===== src/rtl/mrf_pkg.sv =====
package mrf_pkg;
  typedef enum logic [1:0] {
    RSZ_HOLD   = 2'd0,
    RSZ_GROW   = 2'd1,
    RSZ_SHRINK = 2'd2
  } rsz_cmd_e;
endpackage


===== src/rtl/mrf_pick.sv =====
module mrf_pick #(
  parameter int N     = 8,
  localparam int IDX_W = (N > 1) ? $clog2(N) : 1
) (
  input  logic [N-1:0]     req,
  output logic             found,
  output logic [IDX_W-1:0] idx
);
  // lowest set bit wins
  always_comb begin
    found = 1'b0;
    idx   = '0;
    for (int i = N - 1; i >= 0; i--) begin
      if (req[i]) begin
        found = 1'b1;
        idx   = IDX_W'(i);
      end
    end
  end
endmodule


===== src/rtl/mrf_mask_ctrl.sv =====
module mrf_mask_ctrl
  import mrf_pkg::*;
#(
  parameter int ENTRIES = 8,
  localparam int IDX_W  = $clog2(ENTRIES),
  localparam int CNT_W  = $clog2(ENTRIES + 1),
  localparam int EXP_W  = $clog2(IDX_W + 1)
) (
  input  logic               clk,
  input  logic               rst_ni,
  input  logic               grow,
  input  logic               shrink,
  output logic [CNT_W-1:0]   usable_cnt,
  output logic [ENTRIES-1:0] usable_mask
);
  localparam logic [EXP_W-1:0] MAX_EXP = EXP_W'(IDX_W);

  rsz_cmd_e         cmd;
  logic [EXP_W-1:0] exp_q, exp_d;
  logic             exp_en;

  always_comb begin
    unique case ({grow, shrink})
      2'b10:   cmd = RSZ_GROW;
      2'b01:   cmd = RSZ_SHRINK;
      default: cmd = RSZ_HOLD;
    endcase
  end

  always_comb begin
    exp_d  = exp_q;
    exp_en = 1'b0;
    if (cmd == RSZ_GROW && exp_q != MAX_EXP) begin
      exp_d  = exp_q + 1'b1;
      exp_en = 1'b1;
    end else if (cmd == RSZ_SHRINK && exp_q != '0) begin
      exp_d  = exp_q - 1'b1;
      exp_en = 1'b1;
    end
  end

  always_ff @(posedge clk or negedge rst_ni) begin
    if (!rst_ni)     exp_q <= MAX_EXP;
    else if (exp_en) exp_q <= exp_d;
  end

  assign usable_cnt = CNT_W'(1) << exp_q;

  for (genvar i = 0; i < ENTRIES; i++) begin : g_mask
    assign usable_mask[i] = (CNT_W'(i) < usable_cnt);
  end

  AST_GROW_DOUBLES: assert property (@(posedge clk) disable iff (!rst_ni)
    (grow && !shrink && usable_cnt != CNT_W'(ENTRIES)) |=> (usable_cnt == ($past(usable_cnt) << 1)));
  AST_SHRINK_HALVES: assert property (@(posedge clk) disable iff (!rst_ni)
    (shrink && !grow && usable_cnt != CNT_W'(1)) |=> (usable_cnt == ($past(usable_cnt) >> 1)));
  AST_COUNT_POW2: assert property (@(posedge clk) disable iff (!rst_ni)
    $countones(usable_cnt) == 1);
endmodule


===== src/rtl/mrf_entry.sv =====
module mrf_entry #(
  parameter int ADDR_W = 12,
  parameter int TGT_W  = 8,
  parameter int TGTS   = 4,
  localparam int TC_W  = $clog2(TGTS + 1)
) (
  input  logic                  clk,
  input  logic                  rst_ni,
  input  logic                  alloc,
  input  logic                  append,
  input  logic                  release_i,
  input  logic [ADDR_W-1:0]     miss_addr,
  input  logic [TGT_W-1:0]      miss_tgt,
  input  logic [ADDR_W-1:0]     rsp_addr,
  output logic                  valid,
  output logic                  miss_match,
  output logic                  rsp_match,
  output logic [TGTS*TGT_W-1:0] tgts,
  output logic [TC_W-1:0]       tcnt
);
  logic                           valid_q, valid_d;
  logic [ADDR_W-1:0]              addr_q, addr_d;
  logic [TGTS-1:0][TGT_W-1:0]     tgt_q, tgt_d;
  logic [TC_W-1:0]                cnt_q, cnt_d;
  logic                           upd_en;

  assign upd_en = alloc | append | release_i;

  always_comb begin
    valid_d = valid_q;
    addr_d  = addr_q;
    tgt_d   = tgt_q;
    cnt_d   = cnt_q;
    if (alloc) begin
      valid_d  = 1'b1;
      addr_d   = miss_addr;
      tgt_d    = '0;
      tgt_d[0] = miss_tgt;
      cnt_d    = TC_W'(1);
    end else if (append) begin
      for (int j = 0; j < TGTS; j++) begin
        if (TC_W'(j) == cnt_q) tgt_d[j] = miss_tgt;
      end
      cnt_d = cnt_q + 1'b1;
    end
    if (release_i) valid_d = 1'b0;
  end

  always_ff @(posedge clk or negedge rst_ni) begin
    if (!rst_ni) begin
      valid_q <= 1'b0;
      addr_q  <= '0;
      tgt_q   <= '0;
      cnt_q   <= '0;
    end else if (upd_en) begin
      valid_q <= valid_d;
      addr_q  <= addr_d;
      tgt_q   <= tgt_d;
      cnt_q   <= cnt_d;
    end
  end

  assign valid      = valid_q;
  assign miss_match = valid_q && (addr_q == miss_addr);
  assign rsp_match  = valid_q && (addr_q == rsp_addr);
  assign tgts       = tgt_q;
  assign tcnt       = cnt_q;

  AST_APPEND_ROOM: assert property (@(posedge clk) disable iff (!rst_ni)
    append |-> (valid_q && cnt_q < TC_W'(TGTS)));
  AST_ALLOC_FREE_ONLY: assert property (@(posedge clk) disable iff (!rst_ni)
    alloc |-> !valid_q);
  AST_NO_APPEND_ON_RELEASE: assert property (@(posedge clk) disable iff (!rst_ni)
    !(append && release_i));
  AST_RELEASE_CLEARS: assert property (@(posedge clk) disable iff (!rst_ni)
    release_i |=> !valid_q);
endmodule


===== src/rtl/mshr_resize_file.sv =====
module mshr_resize_file #(
  parameter int ENTRIES = 8,
  parameter int ADDR_W  = 12,
  parameter int TGT_W   = 8,
  parameter int TGTS    = 4,
  localparam int IDX_W  = $clog2(ENTRIES),
  localparam int CNT_W  = $clog2(ENTRIES + 1),
  localparam int TC_W   = $clog2(TGTS + 1)
) (
  input  logic                  clk,
  input  logic                  rst_n,
  input  logic                  grow,
  input  logic                  shrink,
  input  logic                  miss_vld,
  input  logic [ADDR_W-1:0]     miss_addr,
  input  logic [TGT_W-1:0]      miss_tgt,
  output logic                  miss_ack,
  output logic [IDX_W-1:0]      miss_idx,
  output logic                  blocked,
  input  logic                  rsp_vld,
  input  logic [ADDR_W-1:0]     rsp_addr,
  output logic                  rsp_hit,
  output logic [TC_W-1:0]       rsp_cnt,
  output logic [TGTS*TGT_W-1:0] rsp_tgts,
  output logic [CNT_W-1:0]      usable_cnt,
  output logic [ENTRIES-1:0]    usable_mask
);
  // reset: asynchronous assertion, synchronous release
  logic rst_q1, rst_ni;
  always_ff @(posedge clk or negedge rst_n) begin
    if (!rst_n) begin
      rst_q1 <= 1'b0;
      rst_ni <= 1'b0;
    end else begin
      rst_q1 <= 1'b1;
      rst_ni <= rst_q1;
    end
  end

  logic [ENTRIES-1:0]                 ent_valid, ent_mmatch, ent_rmatch;
  logic [ENTRIES-1:0]                 ent_alloc, ent_append, ent_release;
  logic [ENTRIES-1:0][TGTS*TGT_W-1:0] ent_tgts;
  logic [ENTRIES-1:0][TC_W-1:0]       ent_cnt;

  mrf_mask_ctrl #(.ENTRIES(ENTRIES)) u_mask (
    .clk        (clk),
    .rst_ni     (rst_ni),
    .grow       (grow),
    .shrink     (shrink),
    .usable_cnt (usable_cnt),
    .usable_mask(usable_mask)
  );

  logic             free_found, hit_any, rsp_any;
  logic [IDX_W-1:0] free_idx, hit_idx, rsp_idx;
  logic [ENTRIES-1:0] free_usable;

  assign free_usable = ~ent_valid & usable_mask;

  mrf_pick #(.N(ENTRIES)) u_pick_free (.req(free_usable), .found(free_found), .idx(free_idx));
  mrf_pick #(.N(ENTRIES)) u_pick_hit  (.req(ent_mmatch),  .found(hit_any),    .idx(hit_idx));
  mrf_pick #(.N(ENTRIES)) u_pick_rsp  (.req(ent_rmatch),  .found(rsp_any),    .idx(rsp_idx));

  logic [CNT_W-1:0] live_cnt;
  always_comb begin
    live_cnt = '0;
    for (int i = 0; i < ENTRIES; i++) live_cnt = live_cnt + CNT_W'(ent_valid[i]);
  end

  logic miss_hit, same_blk, room;
  assign blocked  = !free_found || (live_cnt >= usable_cnt);
  assign miss_hit = miss_vld && hit_any;
  assign rsp_hit  = rsp_vld && rsp_any;
  assign same_blk = miss_hit && rsp_hit && (rsp_idx == hit_idx);
  assign room     = ent_cnt[hit_idx] < TC_W'(TGTS);

  always_comb begin
    miss_ack = 1'b0;
    if (miss_vld) begin
      if (hit_any) miss_ack = room && !same_blk;
      else         miss_ack = !blocked;
    end
  end

  assign miss_idx = hit_any ? hit_idx : free_idx;
  assign rsp_cnt  = rsp_hit ? ent_cnt[rsp_idx]  : '0;
  assign rsp_tgts = rsp_hit ? ent_tgts[rsp_idx] : '0;

  for (genvar i = 0; i < ENTRIES; i++) begin : g_ent
    assign ent_alloc[i]   = miss_ack && !hit_any && (free_idx == IDX_W'(i));
    assign ent_append[i]  = miss_ack &&  hit_any && (hit_idx  == IDX_W'(i));
    assign ent_release[i] = rsp_hit && (rsp_idx == IDX_W'(i));

    mrf_entry #(.ADDR_W(ADDR_W), .TGT_W(TGT_W), .TGTS(TGTS)) u_ent (
      .clk       (clk),
      .rst_ni    (rst_ni),
      .alloc     (ent_alloc[i]),
      .append    (ent_append[i]),
      .release_i (ent_release[i]),
      .miss_addr (miss_addr),
      .miss_tgt  (miss_tgt),
      .rsp_addr  (rsp_addr),
      .valid     (ent_valid[i]),
      .miss_match(ent_mmatch[i]),
      .rsp_match (ent_rmatch[i]),
      .tgts      (ent_tgts[i]),
      .tcnt      (ent_cnt[i])
    );
  end

  AST_ALLOC_IN_USABLE: assert property (@(posedge clk) disable iff (!rst_ni)
    (miss_ack && !hit_any) |-> usable_mask[miss_idx]);
  AST_NO_ACK_BLOCKED: assert property (@(posedge clk) disable iff (!rst_ni)
    (miss_vld && !hit_any && blocked) |-> !miss_ack);
  AST_RSP_FREES: assert property (@(posedge clk) disable iff (!rst_ni)
    rsp_hit |=> (live_cnt <= $past(live_cnt)));
  AST_SINGLE_MATCH: assert property (@(posedge clk) disable iff (!rst_ni)
    $onehot0(ent_mmatch));
  AST_SHRINK_KEEPS_LIVE: assert property (@(posedge clk) disable iff (!rst_ni)
    (!rsp_hit) |=> (live_cnt >= $past(live_cnt)));
endmodule


===== config.mk =====
export PLATFORM = sky130hd
export DESIGN_NAME = mshr_resize_file
export DESIGN_NICKNAME = d
export VERILOG_FILES = /design/src/rtl/mrf_pkg.sv /design/src/rtl/mrf_pick.sv /design/src/rtl/mrf_mask_ctrl.sv /design/src/rtl/mrf_entry.sv /design/src/rtl/mshr_resize_file.sv
export SDC_FILE = /design/constraint.sdc
export NUM_CORES = 1
export LEC_CHECK = 0
export BUFFER_PORTS_ARGS = -buffer_cell sky130_fd_sc_hd__clkbuf_2
export CORE_MARGIN = 2
export CORE_UTILIZATION = 66
export DETAILED_ROUTE_END_ITERATION = 8
export PLACE_DENSITY = 0.84
export REMOVE_ABC_BUFFERS = 1
export SYNTH_ARGS = -nofsm -noshare
export SYNTH_HDL_FRONTEND = slang
export SYNTH_SLANG_ARGS = --single-unit

===== constraint.sdc =====
create_clock -name clk -period 20.2 [get_ports clk]
set_input_delay 3.03 -clock clk [delete_from_list [all_inputs] [get_ports clk]]
set_output_delay 3.03 -clock clk [all_outputs]
set_load 0.1 [all_outputs]

# Word-level counts from Yosys, hierarchy flattened
# Cells that the tools add are included.
# op_classes
addsub	17
order_cmp	12
n_eq_ne	67
n_shift	1
mux	144
bitwise	18
reduce_logical	172
# op_table
cell	count
$mux W32	18
$mux W8	32
$eq A12 B12 Y1	16
$mux W3	44
$reduce_bool A2 Y1	50
$bmux W32 S3	1
$reduce_and A3 Y1	32
$reduce_and A2 Y1	25
$logic_and A1 B1 Y1	49
$eq A2 B3 Y1 const A	16
$mux W1	44
$eq A3 B3 Y1 const B	12
$logic_not A3 Y1	11
$add A3 B1 Y3 const B	8
$eq A1 B3 Y1 const A	8
$bmux W3 S3	2
$eq A3 B2 Y1 const B	6
$add A4 B1 Y4	4
$lt A3 B4 Y1 const A	4
$or A1 B1 Y1	16
$eq A3 B1 Y1 const B	3
$and A8 B8 Y8	1
$lt A1 B4 Y1 const A	2
$lt A2 B4 Y1 const A	2
18 further kinds	25
# totals
ff_bits	388
input_bits	38
output_inout_bits	53
word_cells	490

# Logic depth before layout (Yosys ltp)
# logic_depth
depth_word	22
depth_mapped	19
mapped_depth_nobuf	17

# Modules after synthesis
# From an unflattened synthesis, not the netlist that was laid out.
# hier_totals
hier_cells	1839
hier_area_um2	21440.6
# by_module_without_submodules
mod	n_inst	cells_per_inst	area_per_inst_um2	seq_area_each_um2
mrf_entry	8	188	2247.2	1201.2
mshr_resize_file	1	271	3036.7	50.0
mrf_pick	3	13	80.1	0.0
mrf_mask_ctrl	1	25	186.4	52.6

# Worst setup path before layout
# OpenSTA, ideal clock, no wires.
# synth_timing
kind	input -> output
startpoint	input rsp_addr[7]
endpoint	output rsp_tgts[23]
arrival_time_ps	6962
required_ps	17170
setup_slack_ps	10208
stages	11
n_path_buf	3
path_cell_list	buf_2 -> xnor2_1 -> nand4_1 -> or4_1 -> o21ai_0 -> a22o_1 -> clkbuf_1 -> clkbuf_1 -> nand2_1 -> a311o_1 -> a21oi_1
# synth_between
elab_chain_cells	13
elab_cells_between_ends	36
classes_between	8 x eq/ne; 19 x mux; 9 x reduce/logical
# synth_lines
element	line	text
start, declared	mshr_resize_file.sv:21	input logic [ADDR_W-1:0] rsp_addr,
$eq A12 B12 Y1	mrf_entry.sv:65	assign rsp_match = valid_q && (addr_q == rsp_addr);
$logic_and A1 B1 Y1	mrf_entry.sv:65	
$mux W3 (8 in a row)	mrf_pick.sv:14	if (req[i]) begin
$bmux W32 S3	mshr_resize_file.sv:87	assign rsp_tgts = rsp_hit ? ent_tgts[rsp_idx] : '0;
$mux W32 (implied by the code)	mshr_resize_file.sv:87	
$mux W32 *	mshr_resize_file.sv:87	
end, declared	mshr_resize_file.sv:24	output logic [TGTS*TGT_W-1:0] rsp_tgts,
# Every way passes the cells marked *; elsewhere a longest branch is shown, timed or not. The select of a mux whose other input is x is not followed.

# Worst setup path in the final report
# layout_timing
startpoint	input rsp_addr[1]
endpoint	output rsp_tgts[17]
# The elaborated chain is that of the path after synthesis.

==> flow_metrics.env <==
export IMPL_outcome="completed"
export IMPL_hold_class="flip-flop to asynchronous set/reset pin"
export IMPL_critPathArrivalTime_ps=7540
export IMPL_rows=68
export IMPL_crit_family="buffers and inverters"
export IMPL_htreeDepth=2
export IMPL_combPwrFrac_pct=35.8
export IMPL_power_frac_seq_pct=37.1
export IMPL_min_period_ps=10570
export IMPL_synth_cell_type_count=74
export IMPL_core_area_mm2=0.0344
export IMPL_post_drt_wl_per_cell_um=24.8
export IMPL_power_density_mw_per_mm2=125
export IMPL_numCtsBuffers=41
export IMPL_root_buffer="clkbuf_16"
export IMPL_fp_dieH_um=190
export IMPL_dp_slack_ps=9710
export IMPL_grt_first_pass_wirelength_um=106000
export IMPL_critical_path_max_stage_delay_ps=640
export IMPL_vias=18900
export IMPL_clock_path_buffers=3
export IMPL_critical_path_cell_chain="clkbuf_2, xnor2_1, nand4_1, or4_1, o21ai_0, a21o_2, buf_4, nand2_2, buf_4, a211oi_1, a311o_1, a21oi_1, clkbuf_2"
export IMPL_syn_inst=2333
export IMPL_grt_antenna_before_repair=0
export IMPL_drc=0
export IMPL_finalMaxSlewViolations=0
export IMPL_drt_pass1_iter_count=7
export IMPL_period_share_pct=52.3
export IMPL_cp_required_ps=17170
export IMPL_critPathBufInv=4
export IMPL_place_area_mm2=0.0232
export IMPL_ys_flop_type="dfrtp_1"
export IMPL_p_sw_uw=1190
export IMPL_clk_pin_slew_ps=60
export IMPL_max_slew_margin_pct=17.8
export IMPL_crit_path_end_kind="output pin"
export IMPL_seq_area_frac_synth_pct=42.4
export IMPL_cts_sinks=388
export IMPL_totalWireLength_um=68700
export IMPL_postCtsSetupBuffers=0
export IMPL_synth_edff_count=0
export IMPL_final_setup_worst_slack_ps=9630
export IMPL_port_buffers=89
export IMPL_drt_iter0_drc=2237
export IMPL_internal_power_uw=1900
export IMPL_synth_avg_cell_area_um2=9.82
export IMPL_die_area_mm2=0.0362
export IMPL_synthArstFlopShare_pct=100
export IMPL_grt_start_max_net_pins=100
export IMPL_postCtsResizedCells=0
export IMPL_synth_seq_cells=388
export IMPL_die_w_um=190
export IMPL_finClkSkew_ps=26.3
export IMPL_cp_slowest_cell="buf_4"
export IMPL_ir_worst_vdd_v=0.000207
export IMPL_nets=2376
export IMPL_finalCoreUtilization_pct=72.0
export IMPL_boundaryPins=91
export IMPL_setup_violations=0
export IMPL_cap_viol_max_count=0
export IMPL_p_leak_uw=0.0114
export IMPL_yosysWarnings=0
export IMPL_overflow=0
export IMPL_clkLatencyLatePin_ps=580
export IMPL_n_antenna_cell=0
export IMPL_dp_hpwl_um=44500
export IMPL_crit_path_start_kind="input pin"
export IMPL_synth_area_mm2=0.0229
export IMPL_rsz0062_at_grt="false"
export IMPL_fillers=2410
export IMPL_antenna_violating_nets_post_route=0
export IMPL_drive_gt1_share_pct=17.9
export IMPL_clkPwrFrac_pct=27.1
export IMPL_finalSetupTns_ps=0
export IMPL_hold_viol_final=0
export IMPL_power_uw=3090
export IMPL_switching_share_pct=38.5
export IMPL_ctsHoldBuffers=0
export IMPL_worstSetupPathType="input pin to output pin"
export IMPL_initial_core_util_pct=66.6
export IMPL_finalInstanceArea_mm2=0.0247
export IMPL_via_per_inst=6.80
export IMPL_fmax_mhz=94.6
export IMPL_gp_congestion=0.969
export IMPL_cts_tree="done"
export IMPL_first_global_vias=18700
export IMPL_grtUsageTotal_pct=38.1
export IMPL_critPathMaxFanout=76
export IMPL_syn_to_final_growth_pct=8.01
export IMPL_worst_pin_slew_ps=1220
## sequential cells by signal, indices dropped and copies added (netlist names)
| signal | cells |
|---|---|
| g_ent.u_ent.tgts | 256 |
| g_ent.u_ent.addr_q | 96 |
| g_ent.u_ent.tcnt | 24 |
| g_ent.u_ent.valid | 8 |
| u_mask.exp_q | 2 |
| rst_ni | 1 |
| rst_q1 | 1 |
## per-stage QoR
stage	hold WS [ps]	std cells
final	338	2774
after global routing	369	2774
after CTS	357	2773
after detailed placement	340	2698
after global placement	340	2698
after floorplan	331	2126
## placed cells by master, fill, tap and decap left out, drive strengths merged, types with 85 or more instances in the layout
master  synthesis  final
clkbuf        125    145
dfrtp         386    386
mux2          167    167
nor2          122    122
nand2         313    313
a21oi         114    114
nand3         155    155
xnor2         194    194
nand4          85     85
mux2i         136    136
## Yosys cell counts, drive strengths merged (5+ instances only)
cell      n  area share (%)
dfrtp   386              42
nand2   313             5.1
xnor2   194             7.4
mux2    167             8.3
nand3   155             3.4
mux2i   136             5.9
clkbuf  125             2.1
nor2    122             2.0
a21oi   114             2.5
nand4    85             2.5
buf      83             2.3
inv      48            0.79
ha       47             2.6
o21ai    43            0.96
a211oi   38             1.3
and2     37             1.0
o31ai    36             1.2
a311o    35             1.5
nor4     22            0.99
and3     19            0.52
nor3     15            0.33
or4      13            0.48
nor2b     9            0.25
o211ai    9            0.29
o311ai    9             1.0
a21o      7            0.23
o22ai     6            0.16
or2       6            0.16
a31oi     5            0.14
## area by class of cell
type	instances	area [um^2]	area share [%]
Tap cell	455	569	2.30
Clock buffer	56	1200	4.87
Inverter	48	180	0.728
Sequential cell	388	9720	39.3
Timing Repair Buffer	118	671	2.71
Multi-Input combinational cell	1690	12100	49.0
Clock inverter	19	284	1.15
## worst reg2reg max path, stage by stage (launching register included)
cell,delay (ps)
dfrtp_1,520
inv_1,110
fa_1,550
fa_1,430
fa_1,490
inv_1,40
ha_1,200
fa_1,540
ha_1,220
a21o_1,150
a21o_1,170
a211oi_1,220
buf_4,180
o41a_1,900
and3_1,740
a41oi_4,430
mux2_4,410
## power by group through the flow
stage	registers, uW	clock network [uW]	logic, uW
after floorplan	1110	0	834
after global placement	1140	0	1050
after detailed placement	1150	0	1090
after CTS	1140	840	1100
after global routing	1170	871	1180
final	1150	838	1110
## metal layers
layer,part of all wire (%),global-route usage (%)
met3,11,9.35
met4,5.5,19.9
met5,0,0
met2,45,57.7
met1,39,50.8
## worst paths after layout
kind	start	end	slack (ps)	depth (start not counted)
worst max register to register	g_ent[1].u_ent.valid	g_ent[6].u_ent.tgts[5]	13750	16
worst min-delay path	rst_ni	g_ent[3].u_ent.addr_q[8]	340	0
worst max-delay path	rsp_addr[1]	rsp_tgts[17]	9630	13
min in group clk	rst_q1	rst_ni	350	0
worst min register to register	rst_ni	g_ent[3].u_ent.addr_q[8]	340	0
max in group asynchronous	rst_ni	g_ent[0].u_ent.tgts[7]	16710	3
## cells by family (layout without fill, tap and decap cells)
family,Yosys count,after routing,synth area share [%]
AO/OA/AOI/OAI,329,329,10.6
buffers and inverters,256,241,5.14
flip-flops,388,388,42.4
XOR/XNOR,196,196,7.49
adder cells (fa/ha/maj),51,51,2.92
other,1,2,0.0164
multiplexers,303,303,14.3
AND/OR/NAND/NOR,809,809,17.2
Note: power is estimated with default switching activity, not from simulation.
